**src/rtl/trap_pkg.sv**
```systemverilog
package trap_pkg;
  localparam int COND_W = 3;

  typedef enum logic [COND_W-1:0] {
    TC_SGE = 3'd0,
    TC_UGE = 3'd1,
    TC_SLT = 3'd2,
    TC_ULT = 3'd3,
    TC_EQ  = 3'd4,
    TC_NE  = 3'd6
  } trap_cond_e;

  typedef struct packed {
    logic ge_s;
    logic ge_u;
    logic lt_s;
    logic lt_u;
    logic eq;
  } cmp_flags_t;
endpackage

```
**src/rtl/trap_operand_sel.sv**
```systemverilog
module trap_operand_sel #(
  parameter int DATA_W = 32,
  parameter int IMM_W  = 16
) (
  input  logic [DATA_W-1:0] reg_b,
  input  logic [IMM_W-1:0]  imm,
  input  logic              use_imm,
  output logic [DATA_W-1:0] opnd_b
);
  localparam int EXT_W = DATA_W - IMM_W;

  logic [DATA_W-1:0] imm_ext;

  generate
    if (EXT_W > 0) begin : g_ext
      assign imm_ext = {{EXT_W{imm[IMM_W-1]}}, imm};
    end else begin : g_noext
      assign imm_ext = imm[DATA_W-1:0];
    end
  endgenerate

  assign opnd_b = use_imm ? imm_ext : reg_b;
endmodule

```
**src/rtl/trap_compare.sv**
```systemverilog
module trap_compare
  import trap_pkg::*;
#(
  parameter int DATA_W = 32
) (
  input  logic [DATA_W-1:0] opnd_a,
  input  logic [DATA_W-1:0] opnd_b,
  output cmp_flags_t        flags
);
  logic lt_signed;
  logic lt_unsigned;

  always_comb begin
    lt_signed   = $signed(opnd_a) < $signed(opnd_b);
    lt_unsigned = opnd_a < opnd_b;
    flags.lt_s  = lt_signed;
    flags.lt_u  = lt_unsigned;
    flags.ge_s  = ~lt_signed;
    flags.ge_u  = ~lt_unsigned;
    flags.eq    = (opnd_a == opnd_b);
  end
endmodule

```
**src/rtl/trap_cond_decode.sv**
```systemverilog
module trap_cond_decode
  import trap_pkg::*;
(
  input  logic [COND_W-1:0] cond,
  input  cmp_flags_t        flags,
  output logic              hit,
  output logic              illegal
);
  always_comb begin
    hit     = 1'b0;
    illegal = 1'b0;
    case (cond)
      TC_SGE:  hit = flags.ge_s;
      TC_UGE:  hit = flags.ge_u;
      TC_SLT:  hit = flags.lt_s;
      TC_ULT:  hit = flags.lt_u;
      TC_EQ:   hit = flags.eq;
      TC_NE:   hit = ~flags.eq;
      default: illegal = 1'b1;
    endcase
  end
endmodule

```
**src/rtl/trap_cond_eval.sv**
```systemverilog
module trap_cond_eval
  import trap_pkg::*;
#(
  parameter int DATA_W = 32,
  parameter int IMM_W  = 16
) (
  input  logic              clk,
  input  logic              rst,
  input  logic [DATA_W-1:0] src_a,
  input  logic [DATA_W-1:0] src_b,
  input  logic [IMM_W-1:0]  imm,
  input  logic              use_imm,
  input  logic [COND_W-1:0] cond,
  output logic              trap_req,
  output logic              bad_code
);
  logic [DATA_W-1:0] opnd_b;
  cmp_flags_t        flags;
  logic              hit;
  logic              illegal;

  trap_operand_sel #(.DATA_W(DATA_W), .IMM_W(IMM_W)) u_sel (
    .reg_b   (src_b),
    .imm     (imm),
    .use_imm (use_imm),
    .opnd_b  (opnd_b)
  );

  trap_compare #(.DATA_W(DATA_W)) u_cmp (
    .opnd_a (src_a),
    .opnd_b (opnd_b),
    .flags  (flags)
  );

  trap_cond_decode u_dec (
    .cond    (cond),
    .flags   (flags),
    .hit     (hit),
    .illegal (illegal)
  );

  always_ff @(posedge clk) begin
    if (rst) begin
      trap_req <= 1'b0;
      bad_code <= 1'b0;
    end else begin
      trap_req <= hit & ~illegal;
      bad_code <= illegal;
    end
  end

  AST_RESET_CLEARS: assert property (@(posedge clk) rst |=> (!trap_req && !bad_code));
  AST_NO_TRAP_WHEN_BAD: assert property (@(posedge clk) disable iff (rst) bad_code |-> !trap_req);
  AST_UNASSIGNED_FLAGGED: assert property (@(posedge clk) disable iff (rst)
    (cond == 3'd5 || cond == 3'd7) |=> (bad_code && !trap_req));
  AST_ASSIGNED_CLEAN: assert property (@(posedge clk) disable iff (rst)
    !(cond == 3'd5 || cond == 3'd7) |=> !bad_code);
  AST_EQUAL_TRAPS: assert property (@(posedge clk) disable iff (rst)
    (cond == 3'd4 && src_a == opnd_b) |=> trap_req);
  AST_SGE_ON_EQUAL: assert property (@(posedge clk) disable iff (rst)
    (cond == 3'd0 && src_a == opnd_b) |=> trap_req);
  AST_ULT_ZERO_B: assert property (@(posedge clk) disable iff (rst)
    (cond == 3'd3 && opnd_b == '0) |=> !trap_req);
  AST_IMM_TOP_BITS: assert property (@(posedge clk) disable iff (rst)
    use_imm |-> (opnd_b[IMM_W-1:0] == imm && (opnd_b[DATA_W-1:IMM_W] == '0 || opnd_b[DATA_W-1:IMM_W] == '1)));
endmodule

```
**config.mk**
```make
export PLATFORM = sky130hd
export DESIGN_NAME = trap_cond_eval
export DESIGN_NICKNAME = d
export VERILOG_FILES = /design/src/rtl/trap_pkg.sv /design/src/rtl/trap_operand_sel.sv /design/src/rtl/trap_compare.sv /design/src/rtl/trap_cond_decode.sv /design/src/rtl/trap_cond_eval.sv
export SDC_FILE = /design/constraint.sdc
export NUM_CORES = 1
export LEC_CHECK = 0
export ABC_AREA = 1
export BUFFER_PORTS_ARGS = -buffer_cell sky130_fd_sc_hd__buf_2
export CAP_MARGIN = 5
export CORE_ASPECT_RATIO = 0.75
export CORE_MARGIN = 4
export CORE_UTILIZATION = 44
export CTS_CLUSTER_DIAMETER = 120
export DETAILED_ROUTE_END_ITERATION = 16
export PLACE_DENSITY_LB_ADDON = 0.08
export SLEW_MARGIN = 0
export SYNTH_ARGS = -nofsm -noshare
export SYNTH_HDL_FRONTEND = slang
export SYNTH_SLANG_ARGS = --single-unit
```
**constraint.sdc**
```tcl
create_clock -name clk -period 4.11 [get_ports clk]
set_clock_uncertainty 0.15 [all_clocks]
set_input_delay 0.2055 -clock clk [delete_from_list [all_inputs] [get_ports clk]]
set_output_delay 0.2055 -clock clk [all_outputs]
set_load 0.05 [all_outputs]
```
==> results of run 1 <==
-- worst max path at each step --
stage / from / endpoint / depth (start not counted)
after floorplan: use_imm / trap_req / 17
after global placement: use_imm / trap_req / 15
after detailed placement: use_imm / trap_req / 16
after CTS: use_imm / trap_req / 16
after global routing: use_imm / trap_req / 16
final: use_imm / trap_req / 16
-- kinds of logic after synthesis --
| family | count (synthesis) |
|---|---|
| flops | 2 |
| compound gates | 37 |
| fa+ha+maj | 32 |
| buf+inv | 20 |
| simple gates | 80 |
| mux | 14 |
-- area by class of cell --
class	instances	area share, %
sequential	2	2.38
timing repair buffer	88	26.4
inverter	16	3.56
multi-input combinational	163	63.6
clock buffer	3	1.34
tap	36	2.67
-- per-stage QoR --
step                std cells  hold slack [ns]
detailed placement        304            0.229
global route              308            0.151
global placement          304            0.232
floorplan                 185            0.128
CTS                       308            0.128
finish                    308            0.133
-- worst max-delay path, cell delays in order --
cell and delay, ns:
buf_2 0.37, clkinv_1 0.53, a21oi_1 0.30, ha_1 0.30, a21oi_1 0.16, nand3_1 0.09, nand2_1 0.06, nand2_1 0.05
a21oi_1 0.16, nand2_1 0.11, nand2_1 0.07, nand2_1 0.05, nor2_2 0.08, nand3_1 0.08, nand2_1 0.06, inv_1 0.03
-- cell usage in the layout, fill, tap and decap left out --
| cell type | count |
|---|---|
| nor3_1 | 1 |
| dlygate4sd3_1 | 1 |
| inv_1 | 14 |
| nand4_1 | 1 |
| nor2_2 | 1 |
| a21o_1 | 1 |
| nand2_2 | 3 |
| nand2_1 | 47 |
| ha_1 | 32 |
| dfxtp_1 | 2 |
| nand3_1 | 7 |
| a31oi_1 | 1 |
| o21ai_0 | 2 |
| mux2i_1 | 14 |
| nor2_4 | 2 |
| a21oi_1 | 31 |
| buf_2 | 87 |
| o21a_1 | 2 |
| clkbuf_4 | 3 |
| nor2_1 | 18 |
| clkinv_1 | 2 |
-- flip-flops by register name (all words and copies together) (netlist names) --
register	cells
bad_code	1
trap_req	1
-- report_power, final --
part | switching (uW) | internal (uW)
clock | 11.4 | 32.2
combinational | 87.6 | 83.6
sequential | 0.285 | 21.0
total | 99.3 | 137
-- metal layers --
layer | up-vias | part of all wire (%)
li1 | 809 | -
met1 | 539 | 51
met2 | 51 | 39
met3 | 2 | 10
met4 | 0 | 0.30
met5 | - | 0
-- timing repair --
action                                 CTS  global route
endpoints found under the hold margin    1             0
hold buffers                             1             0
setup buffers                            0             0
==> impl_metrics.xml, run 1 <==
<?xml version="1.0" encoding="UTF-8"?>
<metrics>
  <group name="logic_synthesis">
    <metric name="post-synth-top-area-fraction" unit="%">33.6</metric>
    <metric name="postSynth.asyncResetShare" unit="%">0</metric>
    <metric name="synth_adder_area_share" unit="%">33.6</metric>
    <metric name="synth_largest_area_cell" unit="">ha_1</metric>
    <metric name="synth_sequential_area_ratio" unit="%">3.36</metric>
    <metric name="yosys_warnings" unit="">0</metric>
    <metric name="yosys.cell_count.top_type" unit="">nand2_1</metric>
    <metric name="yosys-top-cells-area" unit="">ha_1 (34%), nand2_1 (15%), a21oi_1 (13%)</metric>
    <metric name="fraction_of_the_mapped_netlist_area_in_compound_gates" unit="%">16.3</metric>
    <metric name="post_synth_most_frequent_cells" unit="">nand2_1 (47), ha_1 (32), a21oi_1 (31), nor2_1 (18)</metric>
    <metric name="netlist-cell-type-count" unit="">21</metric>
    <metric name="synth-edff-count" unit="">0</metric>
    <metric name="synth_xor_area_share" unit="%">0</metric>
    <metric name="synth_area_per_cell" unit="um^2">6.43</metric>
    <metric name="synth_simple_gate_area_share" unit="%">28.4</metric>
    <metric name="flip_flop_and_latch_count_after_synthesis" unit="">2</metric>
    <metric name="synth_area" unit="um^2">1190</metric>
    <metric name="synth_top_family_by_area" unit="">adder cells</metric>
    <metric name="syn_nets" unit="">303</metric>
    <metric name="multiplexer_area_fraction_after_synthesis" unit="%">11.8</metric>
    <metric name="postSynth.topFlopCell" unit="">dfxtp_1</metric>
    <metric name="netlist_instances" unit="">185</metric>
  </group>
  <group name="placed_design">
    <metric name="detailed_placement_hpwl" unit="um">2620</metric>
    <metric name="placed_area" unit="um^2">1650</metric>
    <metric name="buffer_ports.inserted" unit="">87</metric>
    <metric name="finalWeightedCongestion" unit="">0.790</metric>
    <metric name="worst_case_setup_slack_after_placement" unit="ns">1.14</metric>
  </group>
  <group name="critical_path">
    <metric name="critPathMaxFanout" unit="">18</metric>
    <metric name="timing.critical_path.arrival" unit="ns">2.70</metric>
    <metric name="crit_required" unit="ns">4.09</metric>
    <metric name="worstSetupPathType" unit="">primary input to register</metric>
    <metric name="sort_of_element_at_the_end_of_the_critical_path" unit="">register</metric>
    <metric name="cp-start-kind" unit="">primary input</metric>
  </group>
  <group name="routing">
    <metric name="num_vias" unit="">1401</metric>
    <metric name="wl" unit="um">3020</metric>
    <metric name="routedWlPerCell" unit="um">9.79</metric>
    <metric name="drt_first_pass_iters" unit="">4</metric>
    <metric name="drt-initial-drc-count" unit="">48</metric>
    <metric name="ant_nets" unit="">0</metric>
    <metric name="route.detailed.vias_per_inst" unit="">4.55</metric>
    <metric name="drc_violations_left" unit="">0</metric>
  </group>
  <group name="grt">
    <metric name="maximum_number_of_pins_on_one_net_before_global_route_repair" unit="">19</metric>
    <metric name="gr-total-overflow" unit="">0</metric>
    <metric name="grt_pass1_vias" unit="">1190</metric>
    <metric name="grt_util_met3" unit="%">4.03</metric>
    <metric name="gr_met1_demand_resource" unit="%">24.6</metric>
    <metric name="track_usage" unit="%">16.6</metric>
    <metric name="met2_global_route_usage" unit="%">24.6</metric>
    <metric name="peak_usage_layer_in_the_global_routing_report" unit="">met2</metric>
    <metric name="grt_pass1_wl" unit="um">4800</metric>
    <metric name="grt_antenna_before_repair" unit="">0</metric>
  </group>
  <group name="layout">
    <metric name="post-route-util" unit="%">64.8</metric>
    <metric name="ff_latch_area" unit="um^2">40.0</metric>
    <metric name="final.fill_count" unit="">259</metric>
    <metric name="final_cell_area" unit="um^2">1690</metric>
    <metric name="num_antenna_cells" unit="">0</metric>
    <metric name="nets" unit="">392</metric>
    <metric name="drive_above_1_share" unit="%">35.3</metric>
    <metric name="synthToLayoutAreaGrowth" unit="%">41.6</metric>
    <metric name="area_taken_by_multi_input_logic_gates" unit="um^2">1070</metric>
  </group>
  <group name="sta">
    <metric name="final-max-slew-violation-count" unit="">0</metric>
    <metric name="rsz_0062_raised_after_global_routing" unit="">no</metric>
    <metric name="worst_slew_margin_relative_to_its_limit" unit="%">67.5</metric>
    <metric name="tightest_slew" unit="ns">0.484</metric>
    <metric name="fin_ws" unit="ns">1.39</metric>
    <metric name="finalSetupViolCount" unit="">0</metric>
    <metric name="setup_tns_final" unit="ns">0</metric>
    <metric name="finalCritPeriodShare" unit="%">66.2</metric>
    <metric name="fmaxAchievable" unit="GHz">0.368</metric>
    <metric name="final_period_minus_worst_setup_slack" unit="ns">2.72</metric>
    <metric name="finalHoldViolCount" unit="">0</metric>
  </group>
  <group name="floorplanning">
    <metric name="die_area" unit="um^2">3610</metric>
    <metric name="placement_rows" unit="">16</metric>
    <metric name="floorplan.initialDensity" unit="%">45.7</metric>
    <metric name="die_y" unit="um">53.0</metric>
    <metric name="core_area" unit="um^2">2600</metric>
    <metric name="ios" unit="">88</metric>
    <metric name="die_w" unit="um">68.0</metric>
  </group>
  <group name="power_and_ir_drop">
    <metric name="static-leakage-power" unit="uW">0.00101</metric>
    <metric name="power_per_cell_area" unit="nW/um^2">140</metric>
    <metric name="max-vdd-ir-drop" unit="mV">0.149</metric>
    <metric name="totalPowerFinal" unit="uW">236</metric>
  </group>
  <group name="hold_path">
    <metric name="hp-start" unit="">cond[2]</metric>
    <metric name="holdPathStages" unit="">3</metric>
    <metric name="hold-path-endpoint" unit="">bad_code</metric>
    <metric name="worst_hold_path_type" unit="">primary input to register</metric>
  </group>
  <group name="flow_run">
    <metric name="max-cap-violations" unit="">0</metric>
  </group>
  <group name="clock_tree">
    <metric name="tritoncts" unit="">done</metric>
    <metric name="cts-root-to-sink-buffers" unit="">2</metric>
    <metric name="clk_pin_slew" unit="ns">0.03</metric>
    <metric name="clock_tree.htree_level_count" unit="">1</metric>
    <metric name="cts.root.buffer_cell" unit="">clkbuf_4</metric>
    <metric name="numCtsBuffers" unit="">3</metric>
    <metric name="postCtsResizedCells" unit="">0</metric>
    <metric name="clock_sinks" unit="">2</metric>
  </group>
  <group name="status">
    <metric name="outcome" unit="">finished clean</metric>
  </group>
</metrics>
Note: power is estimated with default switching activity, not from simulation.
==> run 2, diff against run 1 <==
--- a/config.mk
+++ b/config.mk
@@ -10,7 +10,7 @@
 export CAP_MARGIN = 5
 export CORE_ASPECT_RATIO = 0.75
 export CORE_MARGIN = 4
-export CORE_UTILIZATION = 44
+export CORE_UTILIZATION = 37
 export CTS_CLUSTER_DIAMETER = 120
 export DETAILED_ROUTE_END_ITERATION = 16
 export PLACE_DENSITY_LB_ADDON = 0.08
==> constraint.sdc (replaced) <==
create_clock -name clk -period 2.45 [get_ports clk]
set_clock_uncertainty 0.15 [all_clocks]
set_input_delay 0.1225 -clock clk [delete_from_list [all_inputs] [get_ports clk]]
set_output_delay 0.1225 -clock clk [all_outputs]
set_load 0.05 [all_outputs]
==> run 2 against run 1 <==
Compared with the run above: cell area rose by 3.0%; clock power rose to 3.0 times the previous value; non-clock buffer count increased by 4; combinational power increased by 70%; clock-buffer cell count stayed put; critical path type unchanged; critical endpoint unchanged; largest power group unchanged.
==> impl_metrics.xml, run 2 (same netlist as run 1, synthesis figures left out) <==
<?xml version="1.0" encoding="UTF-8"?>
<metrics>
  <group name="status">
    <metric name="outcome" unit="">finished clean</metric>
  </group>
  <group name="layout">
    <metric name="layout_commonest_cell" unit="">buf_2</metric>
    <metric name="post-route-util" unit="%">57.5</metric>
    <metric name="synthToLayoutAreaGrowth" unit="%">46.0</metric>
    <metric name="drive_above_1_share" unit="%">36.2</metric>
    <metric name="nets" unit="">396</metric>
    <metric name="final_cell_count_no_fill" unit="">314</metric>
    <metric name="num_antenna_cells" unit="">0</metric>
    <metric name="final.fill_count" unit="">288</metric>
    <metric name="layout_common_cells" unit="">buf_2 (87), nand2_1 (47), ha_1 (32)</metric>
    <metric name="top_regs" unit="">bad_code x1, trap_req x1</metric>
  </group>
  <group name="floorplanning">
    <metric name="die_w" unit="um">73.5</metric>
    <metric name="placement_rows" unit="">17</metric>
    <metric name="die_area" unit="um^2">4200</metric>
    <metric name="die_y" unit="um">57.1</metric>
    <metric name="ios" unit="">88</metric>
    <metric name="floorplan.initialDensity" unit="%">39.4</metric>
    <metric name="core_area" unit="um^2">3020</metric>
  </group>
  <group name="grt">
    <metric name="grt_pass1_vias" unit="">1216</metric>
    <metric name="gr-total-overflow" unit="">0</metric>
    <metric name="grt_pass1_wl" unit="um">4810</metric>
    <metric name="maximum_number_of_pins_on_one_net_before_global_route_repair" unit="">19</metric>
    <metric name="track_usage" unit="%">13.9</metric>
    <metric name="grt_antenna_before_repair" unit="">0</metric>
  </group>
  <group name="hold_path">
    <metric name="worst_hold_path_type" unit="">primary input to register</metric>
    <metric name="hp-start" unit="">cond[2]</metric>
    <metric name="hold-path-endpoint" unit="">bad_code</metric>
    <metric name="holdPathStages" unit="">3</metric>
  </group>
  <group name="sta">
    <metric name="finalCritPeriodShare" unit="%">82.9</metric>
    <metric name="worst_slew_margin_relative_to_its_limit" unit="%">83.4</metric>
    <metric name="setup_tns_final" unit="ns">0</metric>
    <metric name="finalSetupViolCount" unit="">0</metric>
    <metric name="final_period_minus_worst_setup_slack" unit="ns">2.03</metric>
    <metric name="fmaxAchievable" unit="GHz">0.492</metric>
    <metric name="tightest_slew" unit="ns">0.250</metric>
    <metric name="rsz_0062_raised_after_global_routing" unit="">no</metric>
    <metric name="finalHoldViolCount" unit="">0</metric>
    <metric name="final-max-slew-violation-count" unit="">0</metric>
  </group>
  <group name="power_and_ir_drop">
    <metric name="max-vdd-ir-drop" unit="mV">0.228</metric>
    <metric name="clock_power_share" unit="%">28.8</metric>
    <metric name="totalPowerFinal" unit="uW">457</metric>
    <metric name="combPwrFrac" unit="%">63.4</metric>
    <metric name="static-leakage-power" unit="uW">0.00104</metric>
    <metric name="p_seq_share" unit="%">7.8</metric>
    <metric name="p_switching" unit="uW">174</metric>
    <metric name="power_switching_share" unit="%">38.1</metric>
    <metric name="power_per_cell_area" unit="nW/um^2">263</metric>
    <metric name="power_report.internal_total" unit="uW">283</metric>
  </group>
  <group name="placed_design">
    <metric name="finalWeightedCongestion" unit="">0.729</metric>
    <metric name="dpl.cell_count" unit="">310</metric>
    <metric name="buffer_ports.inserted" unit="">87</metric>
    <metric name="detailed_placement_hpwl" unit="um">2620</metric>
  </group>
  <group name="critical_path">
    <metric name="sort_of_element_at_the_end_of_the_critical_path" unit="">register</metric>
    <metric name="slowest_delay" unit="ns">0.28</metric>
    <metric name="timing.critical_path.cells" unit="">buf_2 -&gt; nand2_1 -&gt; clkinv_1 -&gt; buf_4 -&gt; a21oi_1 -&gt; ha_1 -&gt; a21oi_1 -&gt; nand3_1 -&gt; nand2_1 -&gt; nand2_1 -&gt; a21oi_1 -&gt; nand2_1 -&gt; nand2_1 -&gt; nand2_1 -&gt; nor2_2 -&gt; nand3_1 -&gt; nand2_1 -&gt; inv_1</metric>
    <metric name="path_common_cell" unit="">nand2_1</metric>
    <metric name="cp-start-kind" unit="">primary input</metric>
    <metric name="worstSetupPathType" unit="">primary input to register</metric>
    <metric name="path_buf_inv" unit="">4</metric>
    <metric name="timing.critical_path.arrival" unit="ns">1.99</metric>
    <metric name="critPathMaxFanout" unit="">17</metric>
    <metric name="crit_required" unit="ns">2.41</metric>
    <metric name="cp_top_family" unit="">simple AND/OR/NAND/NOR gates</metric>
    <metric name="slowest_stage" unit="">ha_1</metric>
  </group>
  <group name="routing">
    <metric name="drc_violations_left" unit="">0</metric>
    <metric name="route.detailed.vias_per_inst" unit="">4.56</metric>
    <metric name="ant_nets" unit="">0</metric>
    <metric name="routedWlPerCell" unit="um">9.43</metric>
    <metric name="drt_first_pass_iters" unit="">4</metric>
    <metric name="drt-initial-drc-count" unit="">37</metric>
    <metric name="wl" unit="um">2960</metric>
    <metric name="num_vias" unit="">1433</metric>
  </group>
  <group name="clock_tree">
    <metric name="clock_tree.htree_level_count" unit="">1</metric>
    <metric name="cts-root-to-sink-buffers" unit="">2</metric>
    <metric name="clock_sinks" unit="">2</metric>
    <metric name="clk_pin_slew" unit="ns">0.03</metric>
    <metric name="postCtsResizedCells" unit="">0</metric>
    <metric name="tritoncts" unit="">done</metric>
    <metric name="numCtsBuffers" unit="">3</metric>
    <metric name="cts.root.buffer_cell" unit="">clkbuf_8</metric>
    <metric name="cts_post_setup_buffers_inserted" unit="">0</metric>
  </group>
  <group name="flow_run">
    <metric name="max-cap-violations" unit="">0</metric>
  </group>
</metrics>
-- run 2: layer usage --
| metal | vias up | wire length, um | global-route usage (%) |
|---|---|---|---|
| met3 | 4 | 340 | 2.99 |
| met5 | - | 0 | 0 |
| met2 | 52 | 1130 | 19.6 |
| li1 | 820 | - | - |
| met4 | 0 | 37 | 4.65 |
| met1 | 557 | 1450 | 20.5 |
-- run 2: worst max path at each step --
| stage | from | end | slack (ns) | cells past startpoint |
|---|---|---|---|---|
| 6_report | use_imm | trap_req | 0.42 | 18 |
| 5_1_grt | use_imm | trap_req | 0.18 | 18 |
| 2_1_floorplan | use_imm | trap_req | 0.22 | 17 |
| 4_1_cts | use_imm | trap_req | 0.43 | 18 |
| 3_3_place_gp | use_imm | trap_req | 0.28 | 17 |
| 3_5_place_dp | use_imm | trap_req | 0.20 | 18 |
-- run 2: area by class of cell --
type | instances | area [um^2] | share of cell area, %
tap | 38 | 47.5 | 2.74
inverter | 16 | 60.1 | 3.46
multi-input combinational | 163 | 1070 | 61.7
clock buffer | 3 | 41.3 | 2.38
timing repair buffer | 92 | 475 | 27.4
sequential | 2 | 40.0 | 2.31
-- run 2: repair_timing --
item | in CTS | in global routing
setup endpoints to repair | 0 | 0
hold buffers | 1 | 0
endpoints found under the hold margin | 1 | 0
-- run 2: power by group through the flow --
stage               Clock [uW]  Sequential (uW)  Combinational [uW]
floorplan                    0             44.9                 177
global placement             0             36.1                 290
detailed placement           0             36.1                 291
CTS                        137             35.7                 294
global route               140             36.0                 340
finish                     132             35.7                 290
-- run 2: per-stage QoR --
stage	hold slack, ns	setup WS (ns)	area (um^2)
floorplan	0.0448	0.216	1190
global placement	0.151	0.281	1690
detailed placement	0.151	0.202	1690
CTS	0.0591	0.426	1740
global route	0.0743	0.185	1740
finish	0.0598	0.419	1740
